`src/rtl/addsub_pkg.sv`:
```
package addsub_pkg;
  parameter int WORD_W = 32;
  parameter int HALF_W = WORD_W / 2;
  parameter int LEAF_W = HALF_W / 2;
endpackage

```
`src/rtl/csel_rca.sv`:
```
module csel_rca #(
  parameter int W = 8
) (
  input  logic [W-1:0] a,
  input  logic [W-1:0] b,
  input  logic         ci,
  output logic [W-1:0] s,
  output logic         co
);
  logic [W:0] c;
  assign c[0] = ci;
  for (genvar i = 0; i < W; i++) begin : g_fa
    assign s[i]   = a[i] ^ b[i] ^ c[i];
    assign c[i+1] = (a[i] & b[i]) | (c[i] & (a[i] ^ b[i]));
  end
  assign co = c[W];
endmodule

```
`src/rtl/csel_block.sv`:
```
module csel_block #(
  parameter int W = 16
) (
  input  logic [W-1:0] a,
  input  logic [W-1:0] b,
  input  logic         ci,
  output logic [W-1:0] s,
  output logic         co
);
  localparam int LO = W / 2;
  localparam int HI = W - LO;

  logic [LO-1:0] s_lo;
  logic          c_lo;
  logic [HI-1:0] s_hi0, s_hi1;
  logic          c_hi0, c_hi1;

  csel_rca #(.W(LO)) u_lo (
    .a(a[LO-1:0]), .b(b[LO-1:0]), .ci(ci), .s(s_lo), .co(c_lo)
  );
  csel_rca #(.W(HI)) u_hi0 (
    .a(a[W-1:LO]), .b(b[W-1:LO]), .ci(1'b0), .s(s_hi0), .co(c_hi0)
  );
  csel_rca #(.W(HI)) u_hi1 (
    .a(a[W-1:LO]), .b(b[W-1:LO]), .ci(1'b1), .s(s_hi1), .co(c_hi1)
  );

  assign s  = {(c_lo ? s_hi1 : s_hi0), s_lo};
  assign co = c_lo ? c_hi1 : c_hi0;
endmodule

```
`src/rtl/addsub_csel32.sv`:
```
module addsub_csel32
  import addsub_pkg::*;
#(
  parameter int W = WORD_W
) (
  input  logic         clk,
  input  logic         rst,
  input  logic         op_sub,
  input  logic [W-1:0] a_in,
  input  logic [W-1:0] b_in,
  output logic [W-1:0] sum_q,
  output logic         cout_q,
  output logic         ovf_q
);
  localparam int LO = W / 2;
  localparam int HI = W - LO;

  logic [W-1:0]  b_eff;
  logic [LO-1:0] s_lo;
  logic          c_lo;
  logic [HI-1:0] s_hi0, s_hi1;
  logic          c_hi0, c_hi1;
  logic [W-1:0]  s_all;
  logic          c_out, c_into_msb;

  // Subtraction: invert B, carry-in 1
  assign b_eff = b_in ^ {W{op_sub}};

  csel_block #(.W(LO)) u_lo (
    .a(a_in[LO-1:0]), .b(b_eff[LO-1:0]), .ci(op_sub), .s(s_lo), .co(c_lo)
  );
  csel_block #(.W(HI)) u_hi0 (
    .a(a_in[W-1:LO]), .b(b_eff[W-1:LO]), .ci(1'b0), .s(s_hi0), .co(c_hi0)
  );
  csel_block #(.W(HI)) u_hi1 (
    .a(a_in[W-1:LO]), .b(b_eff[W-1:LO]), .ci(1'b1), .s(s_hi1), .co(c_hi1)
  );

  assign s_all      = {(c_lo ? s_hi1 : s_hi0), s_lo};
  assign c_out      = c_lo ? c_hi1 : c_hi0;
  assign c_into_msb = s_all[W-1] ^ a_in[W-1] ^ b_eff[W-1];

  always_ff @(posedge clk) begin
    if (rst) begin
      sum_q  <= '0;
      cout_q <= 1'b0;
      ovf_q  <= 1'b0;
    end else begin
      sum_q  <= s_all;
      cout_q <= c_out;
      ovf_q  <= c_into_msb ^ c_out;
    end
  end

  // add result matches full-width sum one edge later
  assert_add_R1: assert property (@(posedge clk) disable iff (rst)
    !op_sub |=> (sum_q == $past(a_in) + $past(b_in)));

  assert_sub_R2: assert property (@(posedge clk) disable iff (rst)
    op_sub |=> (sum_q == $past(a_in) - $past(b_in)));
  // carry on add iff a > ~b
  assert_cout_add_R3: assert property (@(posedge clk) disable iff (rst)
    !op_sub |=> (cout_q == ($past(a_in) > ~$past(b_in))));
  // no borrow iff a >= b
  assert_cout_sub_R4: assert property (@(posedge clk) disable iff (rst)
    op_sub |=> (cout_q == ($past(a_in) >= $past(b_in))));
  assert_ovf_add_R5: assert property (@(posedge clk) disable iff (rst)
    !op_sub |=> (ovf_q == (($past(a_in[W-1]) == $past(b_in[W-1])) &&
                           (sum_q[W-1] != $past(a_in[W-1])))));
  assert_ovf_sub_R6: assert property (@(posedge clk) disable iff (rst)
    op_sub |=> (ovf_q == (($past(a_in[W-1]) != $past(b_in[W-1])) &&
                          (sum_q[W-1] != $past(a_in[W-1])))));
  assert_reset_R7: assert property (@(posedge clk)
    rst |=> (sum_q == '0 && !cout_q && !ovf_q));
endmodule

```
`config.mk`:
```
export PLATFORM = sky130hd
export DESIGN_NAME = addsub_csel32
export DESIGN_NICKNAME = d
export VERILOG_FILES = /design/src/rtl/addsub_pkg.sv /design/src/rtl/csel_rca.sv /design/src/rtl/csel_block.sv /design/src/rtl/addsub_csel32.sv
export SDC_FILE = /design/constraint.sdc
export NUM_CORES = 1
export LEC_CHECK = 0
export BUFFER_PORTS_ARGS = -buffer_cell sky130_fd_sc_hd__buf_4
export CORE_UTILIZATION = 58
export DETAILED_ROUTE_END_ITERATION = 10
export HOLD_SLACK_MARGIN = 0.12
export PLACE_DENSITY = 0.87
export REMOVE_ABC_BUFFERS = 1
export SKIP_CTS_REPAIR_TIMING = 1
export SLEW_MARGIN = 10
export SYNTH_ARGS = -nofsm -noshare
export SYNTH_HDL_FRONTEND = slang
export SYNTH_HIERARCHICAL = 1
export SYNTH_SLANG_ARGS = --single-unit
```
`constraint.sdc`:
```
create_clock -name clk -period 7.79 [get_ports clk]
set_input_delay 0.779 -clock clk [delete_from_list [all_inputs] [get_ports clk]]
set_output_delay 0.779 -clock clk [all_outputs]
set_load 0.01 [all_outputs]
```
Word-level counts from Yosys, hierarchy flattened

Index checks and enable logic that the tools add are counted.

Bits in registers: 34
Memory bits (read-only): 0
Bits in writable memories: 0
Latch bits: 0
Memories: 0
Input bits: 67

Div/mod/pow operators: 0
Add/subtract/negate cells: 0
Multiplexer cells: 8
Magnitude comparators: 0
Multipliers: 0
Reductions and logical operators: 0
Shift operators: 0
Bitwise logic cells: 224
Equality and inequality tests: 0

Operators with widths:

| cell           | number |
|---|---|
| $xor 1x1->1    | 85 |
| $and 1x1->1    | 82 |
| $or 1x1->1     | 53 |
| $xor 32x32->32 | 1 |
| $mux 8         | 3 |
| $mux 16        | 1 |
| $mux 1         | 4 |
| $not 1->1      | 3 |

Depth between registers and ports, before layout

Gate-level depths: netlist of the first run.

Depth after elaboration: 23
Gate-level depth with buffers: 20
Gate-level depth less buffers: 17

By module

Netlist of the first run, hierarchy kept.

By module, submodules not included:

| module        | times used | cells each | area each (um2) | seq. area each (um2) |
|---|---|---|---|---|
| csel_rca      | 9          | 18         | 197.7           | 0.0 |
| addsub_csel32 | 1          | 130        | 1403.8          | 680.7 |
| csel_block    | 3          | 12         | 153.9           | 0.0 |

Least setup slack after synthesis of the first run

No wires, ideal clock.

Kind: input port to flip-flop
Start: in op_sub
End: reg ovf_q
Data arrival time: 5.150 ns
Stages: 20
Slack: 2.575 ns
Buffers on the path: 3
Data required time: 7.725 ns
Cells stage by stage: buf_2 > buf_2 > xor2_1 > fa_1 > inv_1 > fa_1 > inv_1 > fa_1 > fa_1 > fa_1 > fa_1 > fa_1 > inv_1 > fa_1 > inv_1 > buf_6 > mux2_4 > mux2i_1 > xnor3_1 > nor2_1

Elaborated cells on any way between the ends: 180
Those cells by class: 7 x mux; 173 x bitwise

RTL lines:

| item                                              | line                | source |
|---|---|---|
| start, declared                                   | addsub_csel32.sv:8  | `input logic op_sub,` |
| $xor 32x32->32 (*)                                | addsub_csel32.sv:27 | `assign b_eff = b_in ^ {W{op_sub}};` |
| via b_eff[16]                                     | addsub_csel32.sv:18 | `logic [W-1:0] b_eff;` |
| $and 1x1->1 / $xor 1x1->1 (equally long branches) | csel_rca.sv:14      | `assign c[i+1] = (a[i] & b[i]) \| (c[i] & (a[i] ^ b[i]));` |
| $or 1x1->1 (*)                                    | csel_rca.sv:14      |  |
| $and 1x1->1 (*)                                   | csel_rca.sv:14      |  |
| $or 1x1->1 (*)                                    | csel_rca.sv:14      |  |
| $and 1x1->1 (*)                                   | csel_rca.sv:14      |  |
| $or 1x1->1 (*)                                    | csel_rca.sv:14      |  |
| (+8 left out)                                     | n/a                 |  |
| $and 1x1->1 (*)                                   | csel_rca.sv:14      |  |
| $or 1x1->1 (*)                                    | csel_rca.sv:14      |  |
| via u_hi1.c_lo                                    | csel_block.sv:14    | `logic c_lo;` |
| $mux 8 (*)                                        | csel_block.sv:28    | `assign s = {(c_lo ? s_hi1 : s_hi0), s_lo};` |
| via s_hi1[15]                                     | addsub_csel32.sv:21 | `logic [HI-1:0] s_hi0, s_hi1;` |
| $mux 16 (*)                                       | addsub_csel32.sv:39 | `assign s_all = {(c_lo ? s_hi1 : s_hi0), s_lo};` |
| $xor 1x1->1 (*) (2 in series)                     | addsub_csel32.sv:41 | `assign c_into_msb = s_all[W-1] ^ a_in[W-1] ^ b_eff[W-1];` |
| $xor 1x1->1 (*)                                   | addsub_csel32.sv:51 | `ovf_q <= c_into_msb ^ c_out;` |
| end signal, assigned                              | addsub_csel32.sv:51 |  |
| end, declared                                     | addsub_csel32.sv:13 | `output logic ovf_q` |

Mark *: on every way through the listed nets, which the timed path passes. The rest lies on a longest branch.
A chain may end at the register's enable or synchronous reset.

Worst setup path after layout of the first run

Start: in op_sub
End: reg ovf_q

Longest elaborated chain between the ends: 23
Elaborated cells on any way between the ends: 180
Those cells by class: 7 x mux; 173 x bitwise

RTL lines:

| item                      | line                | source |
|---|---|---|
| $xor 32x32->32 (*)        | addsub_csel32.sv:27 |  |
| via b_eff[0]              | addsub_csel32.sv:18 |  |
| $xor 1x1->1               | csel_rca.sv:14      |  |
| $and 1x1->1               | csel_rca.sv:14      |  |
| $or 1x1->1 (*)            | csel_rca.sv:14      |  |
| $and 1x1->1 (*)           | csel_rca.sv:14      |  |
| $or 1x1->1 (*)            | csel_rca.sv:14      |  |
| $and 1x1->1 (*)           | csel_rca.sv:14      |  |
| (+9 left out)             | n/a                 |  |
| $and 1x1->1 (*)           | csel_rca.sv:14      |  |
| $or 1x1->1 (*)            | csel_rca.sv:14      |  |
| via u_lo.c_lo             | csel_block.sv:14    |  |
| $mux 1 (*)                | csel_block.sv:29    | `assign co = c_lo ? c_hi1 : c_hi0;` |
| via c_lo                  | addsub_csel32.sv:20 | `logic c_lo;` |
| $mux 16                   | addsub_csel32.sv:39 |  |
| $xor 1x1->1 (2 in series) | addsub_csel32.sv:41 |  |
| $xor 1x1->1 (*)           | addsub_csel32.sv:51 |  |

Marked as above.

==> results of run 1 <==
## logic make-up (layout without fill, tap and decap cells)
family                   after synthesis  after routing  synth area share [%]
XOR/XNOR                              34             34                  8.96
adder cells (fa/ha/maj)               72             72                  39.5
buffers and inverters                102            198                  11.5
flip-flops                            34             34                  18.7
multiplexers                          44             44                  15.9
other                                  8              8                 0.824
AND/OR/NAND/NOR                       34             34                  4.60
## power by group through the flow
stage          Combinational [mW]  Clock (mW)  Sequential [mW]
6_report                    0.466       0.144            0.226
5_1_grt                     0.518       0.154            0.230
4_1_cts                     0.471       0.146            0.227
3_5_place_dp                0.469           0            0.230
3_3_place_gp                0.437           0            0.229
2_1_floorplan               0.283           0            0.249
## sequential cells by signal, indices dropped and copies added (netlist names)
register and cells:
sum_q 32, cout_q 1, ovf_q 1
## metal layers
metal,wire [um],up-vias,global-route usage [%]
met5,0,-,0
met4,129,0,8.75
met3,364,11,5.28
met2,4030,70,45.8
met1,2490,1159,24.6
li1,-,1103,-
## per-stage QoR
stage / cell area [sq um] / utilization (%) / worst slack (ns) / total power [mW] / std cells
4_1_cts: 4500 / 75.2 / 2.22 / 0.844 / 499
2_1_floorplan: 3560 / - / 2.76 / 0.533 / 316
6_report: 4500 / 75.2 / 2.20 / 0.836 / 499
3_5_place_dp: 4410 / 73.6 / 1.89 / 0.699 / 491
3_3_place_gp: 4410 / 73.6 / 2.10 / 0.667 / 491
5_1_grt: 4500 / 75.2 / 1.97 / 0.901 / 499
## worst paths after layout
| path | endpoint | cells past startpoint | startpoint |
|---|---|---|---|
| max | ovf_q | 18 | op_sub |
| min | sum_q[0] | 3 | a_in[0] |
## cell type report
class                      count  area share, %
multi-input combinational    192           56.5
timing repair buffer         100           16.7
sequential                    34           15.1
inverter                      90           7.50
tap                           75           2.08
clock buffer                   6           1.83
clock inverter                 2          0.278
## worst max-delay path, stage by stage
cell and delay (ns):
sky130_fd_sc_hd__buf_4 0.45, sky130_fd_sc_hd__xor2_1 0.17, sky130_fd_sc_hd__fa_1 0.41, sky130_fd_sc_hd__inv_1 0.07
sky130_fd_sc_hd__fa_1 0.16, sky130_fd_sc_hd__inv_1 0.05, sky130_fd_sc_hd__fa_1 0.37, sky130_fd_sc_hd__fa_1 0.39
sky130_fd_sc_hd__fa_1 0.42, sky130_fd_sc_hd__fa_1 0.41, sky130_fd_sc_hd__fa_1 0.37, sky130_fd_sc_hd__inv_1 0.07
sky130_fd_sc_hd__fa_1 0.16, sky130_fd_sc_hd__inv_1 0.22, sky130_fd_sc_hd__mux2_4 0.49, sky130_fd_sc_hd__mux2i_1 0.29
sky130_fd_sc_hd__xnor3_1 0.42, sky130_fd_sc_hd__nor2_1 0.09
## cells in the final DEF, fill, tap and decap left out
cell,n
sky130_fd_sc_hd__xor2_1,32
sky130_fd_sc_hd__mux2i_1,16
sky130_fd_sc_hd__buf_4,100
sky130_fd_sc_hd__xnor3_1,1
sky130_fd_sc_hd__fa_1,72
sky130_fd_sc_hd__clkinv_2,1
sky130_fd_sc_hd__nor2b_1,16
sky130_fd_sc_hd__clkbuf_8,6
sky130_fd_sc_hd__mux2i_2,1
sky130_fd_sc_hd__xor3_1,1
sky130_fd_sc_hd__inv_1,90
sky130_fd_sc_hd__mux2_4,27
sky130_fd_sc_hd__conb_1,8
sky130_fd_sc_hd__nor2_1,18
sky130_fd_sc_hd__clkinvlp_4,1
sky130_fd_sc_hd__dfxtp_1,34
==> summary.log, run 1 <==
[clocking] CTS root buf sky130_fd_sc_hd__clkbuf_8
[timing] number of pins exceeding their max-slew limit in the final report 0
[global_routing] remaining global-route overflow 0
[clocking] Sinks on Clock Net 34
[pwr] internal power 0.540 mW
[timing] final number of setup-violating endpoints 0
[timing] Achievable Freq 0.179 GHz
[synth] post-synthesis area per instance 11.1 sq um
[place] detailed placement HPWL 5770 um
[hold_path] class of the most critical hold timing path input port to flip-flop
[clocking] clock tree from TritonCTS done
[worst_setup_path] type of origin of the critical path input port
[synth] register bit total from synthesis 34
[run_status] outcome finished, final reports clean
[final_layout] number of antenna diodes 0
[global_routing] largest net degree at the start of global routing 35
[place] global placer's final weighted congestion 0.787
[timing] Slew Limit Headroom 60.4%
[pwr] net switching fraction of the power 35.4%
[synth] summed instance area of the synthesized netlist 0.00364 sq mm
[synth] sequential element share of the synthesized area 18.7%
[die] die area 0.00660 sq mm
[synth] synthesized instance count 328
[die] Std-Cell Core Area 0.00599 sq mm
[timing] Final Hold Viols 0
[global_routing] number of global-route vias before repair 2653
[global_routing] All-Layer GR Usage 23.7%
[synth] Synth area leaders sky130_fd_sc_hd__fa_1 (40%), sky130_fd_sc_hd__dfxtp_1 (19%), sky130_fd_sc_hd__mux2_4 (11%)
[worst_setup_path] data arrival time at the worst-slack endpoint 5.83 ns
[synth] Warnings, synthesis 6
[timing] post-layout minimum cycle time 5.59 ns
[pwr] part of the power in the clock network 17.2%
[timing] Sum Neg Setup Slack 0 ns
[pwr] Combinational Power Share 55.7%
[worst_setup_path] startpoint-to-endpoint class of the critical path input port to flip-flop
[route] overall via count from detail_route 2343
[timing] final worst path period share 71.7%
[final_layout] final net count 562
[final_layout] fill count 395
[synth] list of most frequent post-synthesis cells sky130_fd_sc_hd__inv_1 (90), sky130_fd_sc_hd__fa_1 (72), sky130_fd_sc_hd__dfxtp_1 (34)
[synth] number of distinct library cells after synthesis 15
[final_layout] layout overhead on the synthesized area 23.5%
[synth] leading cell type by number of instances after synthesis sky130_fd_sc_hd__inv_1
[worst_setup_path] element type at the critical path end flip-flop
[synth] async set-reset flop share out of synthesis 0%
[worst_setup_path] crit path max fanout 34
[route] Residual DRC 0
[die] chip height 81.3 um
[clocking] number of buffers added by the clock tree synthesis step 5
[die] starting utilization of the core area 60.8%
[synth] portion of synthesized cell area occupied by the leading cell type 39.5%
[die] std cell rows 28
[pwr] total leakage power 2.41 nW
[route] average wire per standard cell 14.1 um
[pwr] maximum vdd ir drop 0.000131 V
[final_layout] fraction of layout instances using a drive strength above 1 32.1%
[global_routing] number of antenna violations at the first check in global routing 0
[route] detailed router's first-iteration violation count 74
[synth] EDFF count, synth 0
[clocking] post-CTS clock slew at the launch and capture registers of the worst setup and hold paths 0.08 ns
[timing] worst hold slack 0.852 ns
[synth] dominant register cell in the synthesized netlist sky130_fd_sc_hd__dfxtp_1
[timing] Worst-Margin Slew 0.592 ns
[die] num ports 101
[timing] setup repair after global routing missed its margin false
[final_layout] total area of sequential cells 681 sq um
[place] number of buffers added on ports 100
[route] post-detailed-routing wire length 7020 um
[route] detail-routed via count per cell 4.70
[synth] area leader, netlist sky130_fd_sc_hd__fa_1
[route] number of search-and-repair iterations in the first detailed-routing pass 4
[route] antenna viol nets, final 0
[global_routing] first-pass GRT wire length 11300 um
[flow_run] max capacitance violation total 0
[pwr] sequential cell fraction of total power 27.1%
[clocking] htree depth 2
[final_layout] Multi-input gate area 0.00254 sq mm
[clocking] buffer depth of the longest clock path 2
[pwr] power density cells 186 mW/mm^2
[die] DIE WIDTH 81.3 um
[worst_setup_path] Required @ worst endpoint 8.03 ns
[pwr] net switching power figure 0.296 mW
(Power assumes the default switching activity.)
==> run 2, diff against run 1 <==
Settings changed: CORE_UTILIZATION 58 to 54, PLACE_DENSITY 0.87 to 0.82.
Clock period 7.79 ns to 5.5 ns, I/O delays scaled along.
==> run 2 against run 1 <==
  * The run now ends with DRC left
  * Global-route usage shrank 3.0 points
  * Routed wire length shrank 5.8%
  * Clock-buffer cell count unchanged
  * Final cell count rose by 1.2%
  * Via count up 0.26%
==> summary.log, run 2 (synthesized netlist as in run 1, its figures left out) <==
[worst_setup_path] Required @ worst endpoint 5.74 ns
[final_layout] final net count 566
[global_routing] largest net degree at the start of global routing 35
[final_layout] design area 0.00454 sq mm
[die] die area 0.00708 sq mm
[route] post-detailed-routing wire length 6610 um
[timing] final worst path period share 89.5%
[timing] final number of setup-violating endpoints 0
[worst_setup_path] data arrival time at the worst-slack endpoint 5.16 ns
[global_routing] number of antenna violations at the first check in global routing 0
[final_layout] max FFs per register 32
[place] total cell area at the placement stage 0.00444 sq mm
[route] number of search-and-repair iterations in the first detailed-routing pass 7
[final_layout] total area of sequential cells 681 sq um
[worst_setup_path] most used cell, CP sky130_fd_sc_hd__fa_1
[global_routing] number of global-route vias before repair 2610
[route] overall via count from detail_route 2349
[pwr] part of the power in the clock network 17.4%
[timing] post-layout minimum cycle time 4.92 ns
[worst_setup_path] startpoint-to-endpoint class of the critical path input port to flip-flop
[timing] worst hold slack 0.635 ns
[timing] Final Hold Viols 0
[worst_setup_path] type of origin of the critical path input port
[place] detailed placement HPWL 5590 um
[worst_setup_path] maximum cell stage delay along the critical path 0.44 ns
[route] average wire per standard cell 13.1 um
[clocking] Sinks on Clock Net 34
[route] detailed router's first-iteration violation count 57
[final_layout] fill count 473
[place] global placer's final weighted congestion 0.810
[timing] Slew Limit Headroom 61.2%
[pwr] maximum vdd ir drop 0.000167 V
[route] antenna viol nets, final 0
[worst_setup_path] element type at the critical path end flip-flop
[pwr] net switching fraction of the power 35.1%
[die] chip height 84.2 um
[route] detail-routed via count per cell 4.65
[timing] Sum Neg Setup Slack 0 ns
[global_routing] remaining global-route overflow 0
[timing] least setup slack across all paths after layout 0.580 ns
[die] DIE WIDTH 84.2 um
[place] worst slack after detailed placement 0.245 ns
[final_layout] commonest non-fill, non-tap cells in the layout sky130_fd_sc_hd__buf_4 (104), sky130_fd_sc_hd__inv_1 (90), sky130_fd_sc_hd__fa_1 (72)
[pwr] overall power of the completed layout 1.18 mW
[timing] number of pins exceeding their max-slew limit in the final report 0
[die] starting utilization of the core area 56.8%
[pwr] total leakage power 2.43 nW
[hold_path] class of the most critical hold timing path input port to flip-flop
[pwr] power density cells 260 mW/mm^2
[final_layout] most common cell after layout, fill and taps aside sky130_fd_sc_hd__buf_4
[clocking] post-CTS clock slew at the launch and capture registers of the worst setup and hold paths 0.08 ns
[clocking] htree depth 2
[flow_run] max capacitance violation total 0
[pwr] internal power 0.766 mW
[global_routing] first-pass GRT wire length 11300 um
[die] num ports 101
[place] number of buffers added on ports 100
[global_routing] All-Layer GR Usage 20.7%
[die] std cell rows 29
[pwr] Combinational Power Share 55.5%
[worst_setup_path] highest-delay cell along the critical path sky130_fd_sc_hd__xnor3_1
[final_layout] fraction of layout instances using a drive strength above 1 32.7%
[route] Residual DRC 14
[pwr] sequential cell fraction of total power 27.1%
[final_layout] Reg with most FFs sum_q
[clocking] number of buffers added by the clock tree synthesis step 5
[die] Std-Cell Core Area 0.00642 sq mm
[worst_setup_path] crit path max fanout 20
[timing] Achievable Freq 0.203 GHz
[timing] Worst-Margin Slew 0.580 ns
[final_layout] Multi-input gate area 0.00254 sq mm
[timing] setup repair after global routing missed its margin false
[worst_setup_path] Cell Chain, Critical Path buf_4 -> xor2_1 -> fa_1 -> inv_1 -> fa_1 -> inv_1 -> fa_1 -> fa_1 -> fa_1 -> fa_1 -> fa_1 -> inv_1 -> fa_1 -> inv_1 -> mux2_4 -> mux2i_1 -> xnor3_1 -> nor2_1
[run_status] failing checks DRC
[clocking] CTS root buf sky130_fd_sc_hd__clkbuf_8
[final_layout] layout overhead on the synthesized area 24.4%
[final_layout] biggest regs sum_q (32), cout_q (1), ovf_q (1)
[clocking] buffer depth of the longest clock path 2
[pwr] net switching power figure 0.414 mW
[run_status] outcome finished, violations left
[clocking] clock tree from TritonCTS done
[final_layout] number of antenna diodes 0
==> run 2: cell count changes in the layout (fill, tap and decap cells not counted) <==
cell,previous run,this run
sky130_fd_sc_hd__buf_4,100,104
==> run 2: area by class of cell <==
cell class	instances	area share [%]
clock inverter	2	0.276
sequential	34	15.0
tap	77	2.12
timing repair buffer	104	17.2
clock buffer	6	1.82
multi-input combinational	192	56.1
inverter	90	7.45
==> run 2: final timing paths <==
| path | end | slack (ns) | depth (start not counted) | startpoint |
|---|---|---|---|---|
| setup / recovery | ovf_q | 0.58 | 18 | op_sub |
| hold / removal | sum_q[5] | 0.64 | 3 | a_in[5] |
==> run 2: layer usage <==
layer,GRT usage (%),routed length [um],vias to the layer above
met5,0,0,-
met4,8.15,210,0
met3,4.72,337,21
met2,38.2,3520,67
met1,23.2,2550,1150
li1,-,-,1111
==> run 2: power groups by stage <==
| stage | Sequential (mW) | Clock (mW) | Combinational (mW) |
|---|---|---|---|
| 5_1_grt | 0.324 | 0.219 | 0.735 |
| 4_1_cts | 0.320 | 0.212 | 0.665 |
| 6_report | 0.320 | 0.206 | 0.655 |
| 2_1_floorplan | 0.353 | 0 | 0.401 |
| 3_5_place_dp | 0.325 | 0 | 0.663 |
| 3_3_place_gp | 0.324 | 0 | 0.627 |
==> run 2: stage by stage <==
stage               std cells  utilization, %
global route              505            70.6
floorplan                 316               -
CTS                       505            70.6
detailed placement        497            69.1
finish                    505            70.6
global placement          497            69.1
==> run 2: critical path, delay by kind of cell <==
kind	cells	cell delay [ns]
adders and majority gates	8	2.64
xor gates and xnor gates	2	0.59
muxes	2	0.70
and+or+nand+nor	1	0.10
buffers and inverters	5	0.55
==> run 3, diff against run 2 <==
Settings changed: CORE_ASPECT_RATIO from default to 0.9.
==> run 3 against run 2 <==
  * The flow now finishes without violations
  * Critical path depth unchanged
  * Largest power group unchanged
  * Sequential share of layout area fell by 0.066 points
  * Combinational power barely moved
  * Global-route usage rose by 0.23 points
  * First-iteration DRC count down 7.0%
  * Routed wire length is 1.7% higher
==> summary.log, run 3 (synthesized netlist as in run 1, its figures left out) <==
[final_layout] fraction of layout instances using a drive strength above 1 32.4%
[clocking] clock tree from TritonCTS done
[clocking] post-CTS clock slew at the launch and capture registers of the worst setup and hold paths 0.08 ns
[final_layout] fill count 472
[worst_setup_path] startpoint-to-endpoint class of the critical path input port to flip-flop
[place] Placed Instances 508
[clocking] buffer depth of the longest clock path 2
[pwr] power density cells 266 mW/mm^2
[pwr] sequential cell fraction of total power 26.3%
[worst_setup_path] data arrival time at the worst-slack endpoint 5.20 ns
[die] die area 0.00708 sq mm
[worst_setup_path] Cell Chain, Critical Path buf_4 -> xor2_1 -> fa_1 -> inv_1 -> fa_1 -> inv_1 -> fa_1 -> fa_1 -> fa_1 -> fa_1 -> fa_1 -> inv_1 -> fa_1 -> inv_1 -> mux2_4 -> mux2i_1 -> xnor3_1 -> nor2_1
[final_layout] design area 0.00456 sq mm
[pwr] Combinational Power Share 54.3%
[clocking] htree depth 2
[timing] Worst-Margin Slew 0.585 ns
[timing] final number of setup-violating endpoints 0
[route] average wire per standard cell 13.0 um
[timing] least setup slack across all paths after layout 0.531 ns
[route] routed length on met1 2600 um
[place] total cell area at the placement stage 0.00444 sq mm
[final_layout] final cell count without fillers 516
[route] sum of met2 wire segment lengths after detailed routing 3750 um
[route] detailed router's first-iteration violation count 53
[timing] Final Hold Viols 0
[final_layout] number of antenna diodes 0
[final_layout] commonest non-fill, non-tap cells in the layout sky130_fd_sc_hd__buf_4 (102), sky130_fd_sc_hd__inv_1 (90), sky130_fd_sc_hd__fa_1 (72)
[place] worst slack after detailed placement 0.212 ns
[final_layout] layout overhead on the synthesized area 25.0%
[run_status] outcome finished, final reports clean
[die] chip height 79.9 um
[route] Highest Signal Layer met4
[final_layout] max FFs per register 32
[global_routing] remaining global-route overflow 0
[route] number of search-and-repair iterations in the first detailed-routing pass 4
[hold_path] Hold Path Stages 3
[clocking] CTS root buf sky130_fd_sc_hd__clkbuf_8
[timing] Achievable Freq 0.201 GHz
[clocking] Sinks on Clock Net 34
[worst_setup_path] highest-delay cell along the critical path sky130_fd_sc_hd__fa_1
[pwr] total leakage power 2.42 nW
[worst_setup_path] Required @ worst endpoint 5.73 ns
[die] Std-Cell Core Area 0.00655 sq mm
[worst_setup_path] element type at the critical path end flip-flop
[pwr] maximum vdd ir drop 0.000116 V
[die] std cell rows 28
[route] post-detailed-routing wire length 6730 um
[flow_run] max capacitance violation total 0
[global_routing] number of global-route vias before repair 2466
[hold_path] class of the most critical hold timing path input port to flip-flop
[timing] Slew Limit Headroom 60.9%
[final_layout] final net count 564
[timing] Sum Neg Setup Slack 0 ns
[route] antenna viol nets, final 0
[die] DIE WIDTH 88.6 um
[route] overall via count from detail_route 2264
[timing] post-layout minimum cycle time 4.97 ns
[global_routing] first-pass GRT wire length 11100 um
[worst_setup_path] maximum cell stage delay along the critical path 0.42 ns
[clocking] number of buffers added by the clock tree synthesis step 5
[pwr] net switching power figure 0.412 mW
[timing] number of pins exceeding their max-slew limit in the final report 0
[pwr] internal power 0.800 mW
[final_layout] biggest regs sum_q (32), cout_q (1), ovf_q (1)
[route] Residual DRC 0
[global_routing] All-Layer GR Usage 20.9%
[route] detail-routed via count per cell 4.39
[route] WL met3 286 um
[place] number of buffers added on ports 100
[pwr] net switching fraction of the power 34.0%
[global_routing] number of antenna violations at the first check in global routing 0
[die] num ports 101
[pwr] overall power of the completed layout 1.21 mW
[place] detailed placement HPWL 5700 um
[global_routing] largest net degree at the start of global routing 35
[worst_setup_path] most used cell, CP sky130_fd_sc_hd__fa_1
[final_layout] most common cell after layout, fill and taps aside sky130_fd_sc_hd__buf_4
[final_layout] Reg with most FFs sum_q
[place] global placer's final weighted congestion 0.813
[timing] setup repair after global routing missed its margin false
[worst_setup_path] crit path max fanout 16
[die] starting utilization of the core area 55.6%
[pwr] part of the power in the clock network 19.5%
[timing] final worst path period share 90.3%
[worst_setup_path] type of origin of the critical path input port
-- run 3: cell count changes in the layout (fill, tap and decap cells not counted) --
cell / before / now
sky130_fd_sc_hd__clkinv_2: 1 / 0
sky130_fd_sc_hd__buf_4: 104 / 102
sky130_fd_sc_hd__clkbuf_8: 6 / 5
sky130_fd_sc_hd__bufinv_16: 0 / 1
sky130_fd_sc_hd__clkinvlp_4: 1 / 2
-- run 3: final timing paths --
check,to,slack [ns],start
hold / removal,sum_q[5],0.63,a_in[5]
setup / recovery,ovf_q,0.53,op_sub
-- run 3: routing by layer --
metal,global-route usage (%),vias up
met2,39.5,56
met1,23.9,1095
met4,6.45,0
met5,0,-
met3,3.31,6
li1,-,1107
-- run 3: worst max-delay path: cells and delay by family --
| kind | cells | cell delay, ns |
|---|---|---|
| xor gates and xnor gates | 2 | 0.60 |
| adders and majority gates | 8 | 2.69 |
| buffers and inverters | 5 | 0.70 |
| muxes | 2 | 0.57 |
| and+or+nand+nor | 1 | 0.10 |
-- run 3: area by class of cell --
class | instances | area, sq um | area share [%]
Timing Repair Buffer | 102 | 766 | 16.8
Multi-Input combinational cell | 192 | 2540 | 55.9
Inverter | 90 | 338 | 7.42
Tap cell | 90 | 113 | 2.47
Clock inverter | 3 | 45.0 | 0.989
Clock buffer | 5 | 68.8 | 1.51
Sequential cell | 34 | 681 | 14.9
-- run 3: per-stage QoR --
| stage | util (%) | hold WS, ns |
|---|---|---|
| floorplan | - | 0.622 |
| global placement | 67.8 | 0.925 |
| detailed placement | 67.8 | 0.934 |
| CTS | 69.5 | 0.627 |
| global route | 69.5 | 0.645 |
| finish | 69.5 | 0.634 |
-- run 3: power groups by stage --
stage | logic, mW | clock network [mW] | registers, mW
final | 0.657 | 0.236 | 0.318
after global routing | 0.736 | 0.251 | 0.324
after CTS | 0.670 | 0.243 | 0.319
after detailed placement | 0.668 | 0 | 0.325
after global placement | 0.632 | 0 | 0.324
after floorplan | 0.401 | 0 | 0.353
